File: src/rtl/adcTrigPkg.sv
package adcTrigPkg;
  localparam int SEL_W = 3;
  localparam int REG_W = 8;

  typedef enum logic [SEL_W-1:0] {
    SRC_FREE  = 3'd0,
    SRC_ACOMP = 3'd1,
    SRC_EXT0  = 3'd2,
    SRC_CMPA  = 3'd3,
    SRC_OVF   = 3'd4,
    SRC_CMPB  = 3'd5,
    SRC_PCHG  = 3'd6,
    SRC_NONE  = 3'd7
  } trigSrcE;

  // Strobes passed from control to datapath
  typedef struct packed {
    trigSrcE sel;        // current source code
    logic    forceFree;  // write is moving the code into free running
  } ctrlStrobeT;
endpackage

File: src/rtl/trigCtrl.sv
module trigCtrl
  import adcTrigPkg::*;
(
  input  logic             clk,
  input  logic             rstN,
  input  logic             regWrEn,
  input  logic [REG_W-1:0] regWrData,
  output logic [REG_W-1:0] regRdData,
  output ctrlStrobeT       strb
);
  localparam int PAD_W = REG_W - SEL_W;

  trigSrcE selQ;

  always_ff @(posedge clk) begin
    if (!rstN)
      selQ <= SRC_FREE;
    else if (regWrEn)
      selQ <= trigSrcE'(regWrData[SEL_W-1:0]);
  end

  always_comb begin
    strb.sel       = selQ;
    strb.forceFree = regWrEn && (regWrData[SEL_W-1:0] == SEL_W'(0)) && (selQ != SRC_FREE);
    regRdData      = {{PAD_W{1'b0}}, selQ};
  end

  // a write lands in the source code on the next edge
  a_r1_write_loads: assert property (@(posedge clk) disable iff (!rstN)
    ($past(rstN) && $past(regWrEn)) |-> (selQ == trigSrcE'($past(regWrData[SEL_W-1:0]))));
endmodule

File: src/rtl/trigDatapath.sv
module trigDatapath
  import adcTrigPkg::*;
#(
  parameter int NUM_SRC = 6
) (
  input  logic               clk,
  input  logic               rstN,
  input  ctrlStrobeT         strb,
  input  logic [NUM_SRC-1:0] flagIn,
  input  logic               convDone,
  input  logic               autoTrigEn,
  input  logic               convEn,
  output logic               startPulse
);
  logic trigNow;
  logic trigPrev;
  logic edgeSeen;
  logic gateOpen;

  // Trigger multiplexer: code 0 is the completion flag, codes 1..NUM_SRC the flags
  always_comb begin
    trigNow = 1'b0;
    if (strb.sel == SRC_FREE)
      trigNow = convDone;
    for (int i = 0; i < NUM_SRC; i++) begin
      if (strb.sel == trigSrcE'(i + 1))
        trigNow = flagIn[i];
    end
  end

  // History of the muxed signal; loaded with convDone when entering free running
  always_ff @(posedge clk) begin
    if (!rstN)
      trigPrev <= 1'b0;
    else if (strb.forceFree)
      trigPrev <= convDone;
    else
      trigPrev <= trigNow;
  end

  assign edgeSeen = trigNow & ~trigPrev;
  assign gateOpen = autoTrigEn & convEn;

  always_ff @(posedge clk) begin
    if (!rstN)
      startPulse <= 1'b0;
    else
      startPulse <= edgeSeen & gateOpen;
  end

  // a pulse only follows a cycle with both enables high
  a_r9_r10_gated: assert property (@(posedge clk) disable iff (!rstN)
    startPulse |-> $past(autoTrigEn && convEn));

  // the reserved code never yields a start
  a_r8_reserved_quiet: assert property (@(posedge clk) disable iff (!rstN)
    startPulse |-> $past(strb.sel != SRC_NONE));

  // entering free running with convDone high gives no start on the following decision
  a_r7_free_entry: assert property (@(posedge clk) disable iff (!rstN)
    (strb.forceFree && convDone) |=> ##1 !startPulse);

  // a pulse is never followed by another while the selected signal stays high
  a_r11_single_pulse: assert property (@(posedge clk) disable iff (!rstN)
    (startPulse && trigNow && $stable(strb.sel) && !strb.forceFree) |=> !startPulse);
endmodule

File: src/rtl/adcAutoTrigSel.sv
module adcAutoTrigSel
  import adcTrigPkg::*;
#(
  parameter int NUM_SRC = 6
) (
  input  logic               clk,
  input  logic               rstN,
  input  logic               regWrEn,
  input  logic [REG_W-1:0]   regWrData,
  output logic [REG_W-1:0]   regRdData,
  input  logic               autoTrigEn,
  input  logic               convEn,
  input  logic [NUM_SRC-1:0] flagIn,
  input  logic               convDone,
  output logic               startPulse
);
  ctrlStrobeT strb;

  trigCtrl ctrl_i (
    .clk       (clk),
    .rstN      (rstN),
    .regWrEn   (regWrEn),
    .regWrData (regWrData),
    .regRdData (regRdData),
    .strb      (strb)
  );

  trigDatapath #(.NUM_SRC(NUM_SRC)) dp_i (
    .clk        (clk),
    .rstN       (rstN),
    .strb       (strb),
    .flagIn     (flagIn),
    .convDone   (convDone),
    .autoTrigEn (autoTrigEn),
    .convEn     (convEn),
    .startPulse (startPulse)
  );
endmodule

File: config.mk
export PLATFORM = sky130hd
export DESIGN_NAME = adcAutoTrigSel
export DESIGN_NICKNAME = d
export VERILOG_FILES = /design/src/rtl/adcTrigPkg.sv /design/src/rtl/trigCtrl.sv /design/src/rtl/trigDatapath.sv /design/src/rtl/adcAutoTrigSel.sv
export SDC_FILE = /design/constraint.sdc
export NUM_CORES = 1
export LEC_CHECK = 0
export BUFFER_PORTS_ARGS = -buffer_cell sky130_fd_sc_hd__buf_2
export CAP_MARGIN = 20
export CELL_PAD_IN_SITES_DETAIL_PLACEMENT = 1
export CELL_PAD_IN_SITES_GLOBAL_PLACEMENT = 2
export CORE_UTILIZATION = 16
export DETAILED_ROUTE_END_ITERATION = 6
export PLACE_DENSITY = 0.74
export SLEW_MARGIN = 40
export SYNTH_ARGS = -nofsm -noshare
export SYNTH_HDL_FRONTEND = slang
export SYNTH_SLANG_ARGS = --single-unit
File: constraint.sdc
create_clock -name clk -period 1.8 [get_ports clk]
set_clock_uncertainty 0.1 [all_clocks]
set_input_delay 0.36 -clock clk [delete_from_list [all_inputs] [get_ports clk]]
set_output_delay 0.36 -clock clk [all_outputs]
set_load 0.02 [all_outputs]
# After elaboration in Yosys (flattened, before gate mapping)
# Cells that the tools add are included.
[totals]
register_bits = 5
input_bits = 20
[op_classes]
n_eq_ne = 6
n_mux = 8
bitwise = 4
n_reduce_logical = 5
[op_table]
columns = ["op", "count"]
rows = [
  ["3-bit == test (second input constant)", 3],
  ["1-bit 2-to-1 mux", 8],
  ["3-bit by 2-bit == test with 1-bit output (second input constant)", 2],
  ["3-bit zero test", 2],
  ["1-bit bitwise AND", 3],
  ["3-bit by 1-bit == test with 1-bit output (second input constant)", 1],
  ["3-bit nonzero test", 1],
  ["1-bit logical AND", 2],
  ["1-bit NOT", 1],
]

# Longest topological paths before layout
# Gate-level depths: netlist (run 1).
[logic_depth]
ltp_word = 10
mapped_depth = 3
depth_no_buf = 3

# Cells and area by module
# Synthesis (run 1) repeated with hierarchy kept, for this count alone.
[hier_totals]
cells_unflattened = 35
area_unflattened_um2 = 339.1
[modules_own_cells]
columns = ["mod", "n_inst", "cells_each", "area_each_um2", "seq_area_each_um2"]
rows = [
  ["trigCtrl", 1, 20, 196.4, 60.1],
  ["trigDatapath", 1, 15, 142.6, 40.0],
]

# Least setup slack after synthesis (run 1)
# No wires, ideal clock.
[synth_timing]
kind = "register -> register"
startpoint = "register ctrl_i.selQ[0]"
endpoint = "register dp_i.trigPrev"
setup_time_ns = 0.122
arrival_ns = 1.258
t_required_ns = 1.578
path_slack_ns = 0.320
path_stages_with_launch = 4
n_path_buf = 0
period_less_slack_ns = 1.480
cell_sequence = "dfxtp_1 -> mux4_2 -> nor2_1 -> o31ai_2"
[synth_between]
elab_chain_cells = 9
word_cells_on_any_way = 17
classes_between = "eq/ne: 6; mux: 8; reduce/logical: 3"
[synth_lines]
columns = ["item", "line_no", "source"]
rows = [
  ["from (decl)", "trigCtrl.sv:13", "trigSrcE selQ;"],
  ["from (signal assigned)", "trigCtrl.sv:19", "selQ <= trigSrcE'(regWrData[SEL_W-1:0]);"],
  ["3-bit zero test", "trigDatapath.sv:23", "if (strb.sel == SRC_FREE)"],
  ["1-bit 2-to-1 mux", "trigDatapath.sv:23", ""],
  ["1-bit 2-to-1 mux (6 in a row)", "trigDatapath.sv:26", "if (strb.sel == trigSrcE'(i + 1))"],
  ["1-bit 2-to-1 mux (*)", "trigDatapath.sv:35", "else if (strb.forceFree)"],
  ["to (signal assigned)", "trigDatapath.sv:36", "trigPrev <= convDone;"],
  ["to (signal assigned)", "trigDatapath.sv:38", "trigPrev <= trigNow;"],
  ["to (decl)", "trigDatapath.sv:16", "logic trigPrev;"],
]
# Every way passes the cells marked *; elsewhere a longest branch is shown, timed or not.
# A chain may end at the register's enable or synchronous reset.

# Final worst setup path (run 1)
# Same ends and word-level chain as after synthesis.

==> impl_metrics.env, run 1 <==
export IMPL_tns_ns=0
export IMPL_required_ns=1.82
export IMPL_groute_usage_overall=0.0767
export IMPL_vias=278
export IMPL_vias_per_cell=3.71
export IMPL_cts_sinks=5
export IMPL_max_cap_viol_count=0
export IMPL_criticalPathCategory="reg -> reg"
export IMPL_powerDensity_mw_per_mm2=744
export IMPL_nets=71
export IMPL_fin_util=0.244
export IMPL_antennaDiodeCount=0
export IMPL_final_hold_viol_count=0
export IMPL_min_path_type="in -> reg"
export IMPL_multi_input_area_sq_um=179
export IMPL_place_area_sq_um=400
export IMPL_boundaryPins=29
export IMPL_fin_crit_sh=0.823
export IMPL_core_sq_mm=0.00175
export IMPL_yosysTopAreaCellShare=0.332
export IMPL_clock_path_buffers=2
export IMPL_drive_gt1_frac=0.460
export IMPL_antenna_found_initial=0
export IMPL_slowest_delay_ns=0.54
export IMPL_ys_seq_elements=5
export IMPL_antenna_left=0
export IMPL_drt_initial_drc_count=4
export IMPL_yosysSeqAreaShare=0.332
export IMPL_ir_drop_mv=0.380
export IMPL_setup_viol=0
export IMPL_grt_max_degree=7
export IMPL_syn_inst=29
export IMPL_cts_htree_levels=1
export IMPL_ff_latch_area_sq_um=100
export IMPL_cts_made_buffers=3
export IMPL_port_buffer_count=18
export IMPL_worstSkewPairLatency_ns=0.24
export IMPL_slew_viol_final=0
export IMPL_fin_ws_ns=0.319
export IMPL_worstPathCellList="mux4_2 > nor2_1 > o31ai_2"
export IMPL_netlist_top_cell_by_area="dfxtp_1"
export IMPL_routedWlPerCell_um=8.73
export IMPL_die_w_um=45.4
export IMPL_drc_errors=0
export IMPL_cp_slowest_cell="mux4_2"
export IMPL_rsz0062_at_grt="no"
export IMPL_postLayoutCellArea_sq_um=427
export IMPL_synth_area_sq_um=302
export IMPL_syn_to_final_growth_pct=41.5
export IMPL_dr_pass1_iters=3
export IMPL_post_cts_buffers=0
export IMPL_clk_pin_slew_ns=0.04
export IMPL_final_cells=75
export IMPL_status="finished clean"
export IMPL_grt_pass1_wl_um=1030
export IMPL_worstPathArrival_ns=1.50
export IMPL_min_period_ns=1.48
export IMPL_power_mw=0.317
export IMPL_avgSynthCellArea_sq_um=10.4
export IMPL_row_count=15
export IMPL_grt_remaining_overflow=0
export IMPL_tritoncts="yes"
export IMPL_hold_buffers=0
export IMPL_die_area_sq_mm=0.00206
export IMPL_worstSetupStartpointType="flip-flop"
export IMPL_worst_r2r_setup_slack_ns=0.32
export IMPL_dp_slack_ns=0.313
export IMPL_routed_wl_um=655
export IMPL_clock_root_buffer="clkbuf_4"
export IMPL_fillers=223
export IMPL_dp_cells=71
export IMPL_yosysWarnings=0
export IMPL_crit_fanout=6
export IMPL_start_util=0.173
export IMPL_holdWs_ns=0.285
export IMPL_gp_congestion=0.657
export IMPL_grt_pass1_vias=241
export IMPL_ctsResizeCount=0
export IMPL_die_h_um=45.4
export IMPL_p_leak_nw=0.216
export IMPL_synth_distinct_cells=16
export IMPL_clock_fmax_mhz=675
export IMPL_synth_area_top_cells="dfxtp_1 33%, mux2i_1 13%, buf_4 12%, mux4_2 7.5%, nor2b_1 6.2%"
export IMPL_worst_setup_path_end_kind="flip-flop"
==> layout make-up <==
| cell class | count | share of cell area |
|---|---|---|
| Clock buffer | 4 | 0.0616 |
| Multi-Input combinational cell | 23 | 0.419 |
| Sequential cell | 5 | 0.235 |
| Tap cell | 25 | 0.0733 |
| Timing Repair Buffer | 18 | 0.211 |
==> critical path, delay by kind of cell (launching register included) <==
kind             cells  cell delay, ns
multiplexers         1            0.54
flip-flops           1            0.44
AND/OR/NAND/NOR      1            0.18
AO/OA/AOI/OAI        1            0.10
==> synth_stat cells <==
master    count
nor2_1        1
nand3b_1      1
conb_1        1
nand4_1       1
mux4_2        1
dfxtp_1       5
nand4b_1      1
o211a_1       1
o31ai_2       1
nor2b_1       3
buf_4         5
mux2i_1       4
a21bo_1       1
or3_1         1
nor3_1        1
nor4b_1       1
==> state kept, by name (all words and copies together), names as in the netlist <==
register,flops
dp_i.trigPrev,1
ctrl_i.selQ,3
dp_i.startPulse,1
==> final timing paths <==
kind	start	endpoint	depth (start not counted)
max	ctrl_i.selQ[0]	dp_i.trigPrev	3
min	convEn	dp_i.startPulse	3
max reg2reg	ctrl_i.selQ[0]	dp_i.trigPrev	3
min reg2reg	dp_i.trigPrev	dp_i.startPulse	2
==> kinds of logic after synthesis <==
kind of cell | synth area share
multiplexers | 0.207
buffers and inverters | 0.124
AO/OA/AOI/OAI | 0.108
AND/OR/NAND/NOR | 0.216
other | 0.0124
flip-flops | 0.332
==> per-layer routing <==
| metal | share of wire | wire (um) | vias up | global-route usage |
|---|---|---|---|---|
| li1 | - | - | 141 | - |
| met1 | 0.49 | 324 | 124 | 0.102 |
| met2 | 0.42 | 273 | 13 | 0.0857 |
| met3 | 0.085 | 56 | 0 | 0.0476 |
| met4 | 0 | 0 | 0 | 0.0545 |
| met5 | 0 | 0 | - | 0 |
==> report_power, final <==
group | leakage [nW] | switching, mW | total [mW] | internal [mW]
clock | 0.0150 | 0.0430 | 0.127 | 0.0836
combinational | 0.160 | 0.0347 | 0.0658 | 0.0311
sequential | 0.0412 | 0.00642 | 0.125 | 0.118
==> cell usage in the layout (no fill, tap or decap), types with 3 or more instances in the layout <==
cell type	synthesis	final
nor2b_1	3	3
mux2i_1	4	4
buf_2	0	18
dfxtp_1	5	5
clkbuf_4	0	3
conb_1	1	5
Power figures use the tool's default switching activity.
==> run 2: changes to the inputs <==
==> constraint.sdc (replaced) <==
create_clock -name clk -period 1.5 [get_ports clk]
set_clock_uncertainty 0.1 [all_clocks]
set_input_delay 0.3 -clock clk [delete_from_list [all_inputs] [get_ports clk]]
set_output_delay 0.3 -clock clk [all_outputs]
set_load 0.02 [all_outputs]
==> run 2 against run 1 <==
Net effect: routed wire length increased by 11%; largest cell class unchanged; register-to-register slack lost 0.19 ns; sequential share of layout area decreased by 0.41 points; highest routed layer unchanged; largest power group unchanged.
==> impl_metrics.env, run 2 (same netlist as run 1, synthesis figures left out) <==
export IMPL_setup_viol=0
export IMPL_multi_input_area_sq_um=179
export IMPL_status="finished clean"
export IMPL_cp_slowest_cell="mux4_2"
export IMPL_port_buffer_count=18
export IMPL_top_regs="ctrl_i.selQ x3, dp_i.startPulse x1, dp_i.trigPrev x1"
export IMPL_rsz0062_at_grt="no"
export IMPL_tns_ns=0
export IMPL_final_common_cell="buf_2"
export IMPL_vias=273
export IMPL_row_count=15
export IMPL_ir_drop_mv=0.295
export IMPL_syn_to_final_growth_pct=44.0
export IMPL_holdWs_ns=0.216
export IMPL_drt_initial_drc_count=2
export IMPL_powerDensity_mw_per_mm2=896
export IMPL_cts_made_buffers=3
export IMPL_ctsResizeCount=0
export IMPL_antenna_left=0
export IMPL_grt_max_degree=7
export IMPL_gp_congestion=0.669
export IMPL_fin_util=0.249
export IMPL_die_area_sq_mm=0.00206
export IMPL_clock_root_buffer="clkbuf_4"
export IMPL_worstSetupStartpointType="flip-flop"
export IMPL_ff_latch_area_sq_um=100
export IMPL_die_w_um=45.4
export IMPL_grt_pass1_vias=263
export IMPL_worstSkewPairLatency_ns=0.24
export IMPL_post_cts_buffers=0
export IMPL_antenna_found_initial=0
export IMPL_clock_path_buffers=2
export IMPL_grt_pass1_wl_um=1060
export IMPL_drive_gt1_frac=0.471
export IMPL_slowest_delay_ns=0.51
export IMPL_min_path_type="in -> reg"
export IMPL_cts_htree_levels=1
export IMPL_slew_viol_final=0
export IMPL_routed_wl_um=730
export IMPL_grt_remaining_overflow=0
export IMPL_boundaryPins=29
export IMPL_regMostFlops="ctrl_i.selQ"
export IMPL_core_sq_mm=0.00175
export IMPL_cp_num_buf_inv=0
export IMPL_nets=72
export IMPL_p_leak_nw=0.221
export IMPL_hold_buffers=0
export IMPL_groute_usage_overall=0.0789
export IMPL_required_ns=1.53
export IMPL_start_util=0.173
export IMPL_largest_register_ffs=3
export IMPL_crit_family="multiplexers"
export IMPL_vias_per_cell=3.59
export IMPL_drc_errors=0
export IMPL_worstPathCellList="mux4_2 > nor2_1 > o31ai_2"
export IMPL_min_period_ns=1.37
export IMPL_layout_common_cells="18 x buf_2, 5 x conb_1, 5 x dfxtp_1"
export IMPL_cts_sinks=5
export IMPL_dr_pass1_iters=2
export IMPL_criticalPathCategory="reg -> reg"
export IMPL_clock_fmax_mhz=729
export IMPL_clk_pin_slew_ns=0.05
export IMPL_max_cap_viol_count=0
export IMPL_worstPathArrival_ns=1.40
export IMPL_tritoncts="yes"
export IMPL_final_hold_viol_count=0
export IMPL_crit_fanout=3
export IMPL_antennaDiodeCount=0
export IMPL_die_h_um=45.4
export IMPL_routedWlPerCell_um=9.61
export IMPL_fillers=222
export IMPL_worst_setup_path_end_kind="flip-flop"
export IMPL_fin_crit_sh=0.915
[run 2: final timing paths]
check,start,slack (ns),cells past startpoint,to
worst max register to register,ctrl_i.selQ[0],0.13,3,dp_i.trigPrev
worst min register to register,dp_i.trigPrev,0.39,2,dp_i.startPulse
worst max-delay path,ctrl_i.selQ[0],0.13,3,dp_i.trigPrev
worst min-delay path,convEn,0.22,3,dp_i.startPulse
[run 2: through the flow]
stage          cell area, sq um  std cells  setup slack (ns)  power (mW)
4_1_cts                     434         76             0.113       0.398
2_1_floorplan               317         33            0.0197       0.208
5_1_grt                     434         76            0.0639       0.415
6_report                    434         76             0.128       0.389
3_5_place_dp                408         72             0.128       0.234
3_3_place_gp                408         72             0.102       0.234
[run 2: power by group]
part	internal (mW)	switching, mW	total, mW
combinational	0.0392	0.0432	0.0825
clock	0.101	0.0572	0.158
sequential	0.142	0.00681	0.149
total	0.282	0.107	0.389
[run 2: routing by layer]
metal / track usage / up-vias / wire length, um
met5: 0 / - / 0
met4: 0.0545 / 0 / 0
met3: 0.0357 / 0 / 54
met2: 0.109 / 11 / 335
met1: 0.0966 / 122 / 340
li1: - / 140 / -
[run 2: area by class of cell]
cell class | count | share of cell area
well taps | 25 | 0.0720
repair buffers | 19 | 0.225
multi-input cells | 23 | 0.412
clock buffers | 4 | 0.0605
flip-flops and latches | 5 | 0.231
[run 2: worst reg2reg max path, delay by kind of cell, from the launching register on]
kind            cells  cell delay [ns]
compound gates      1             0.10
simple gates        1             0.17
flops               1             0.37
mux                 1             0.51
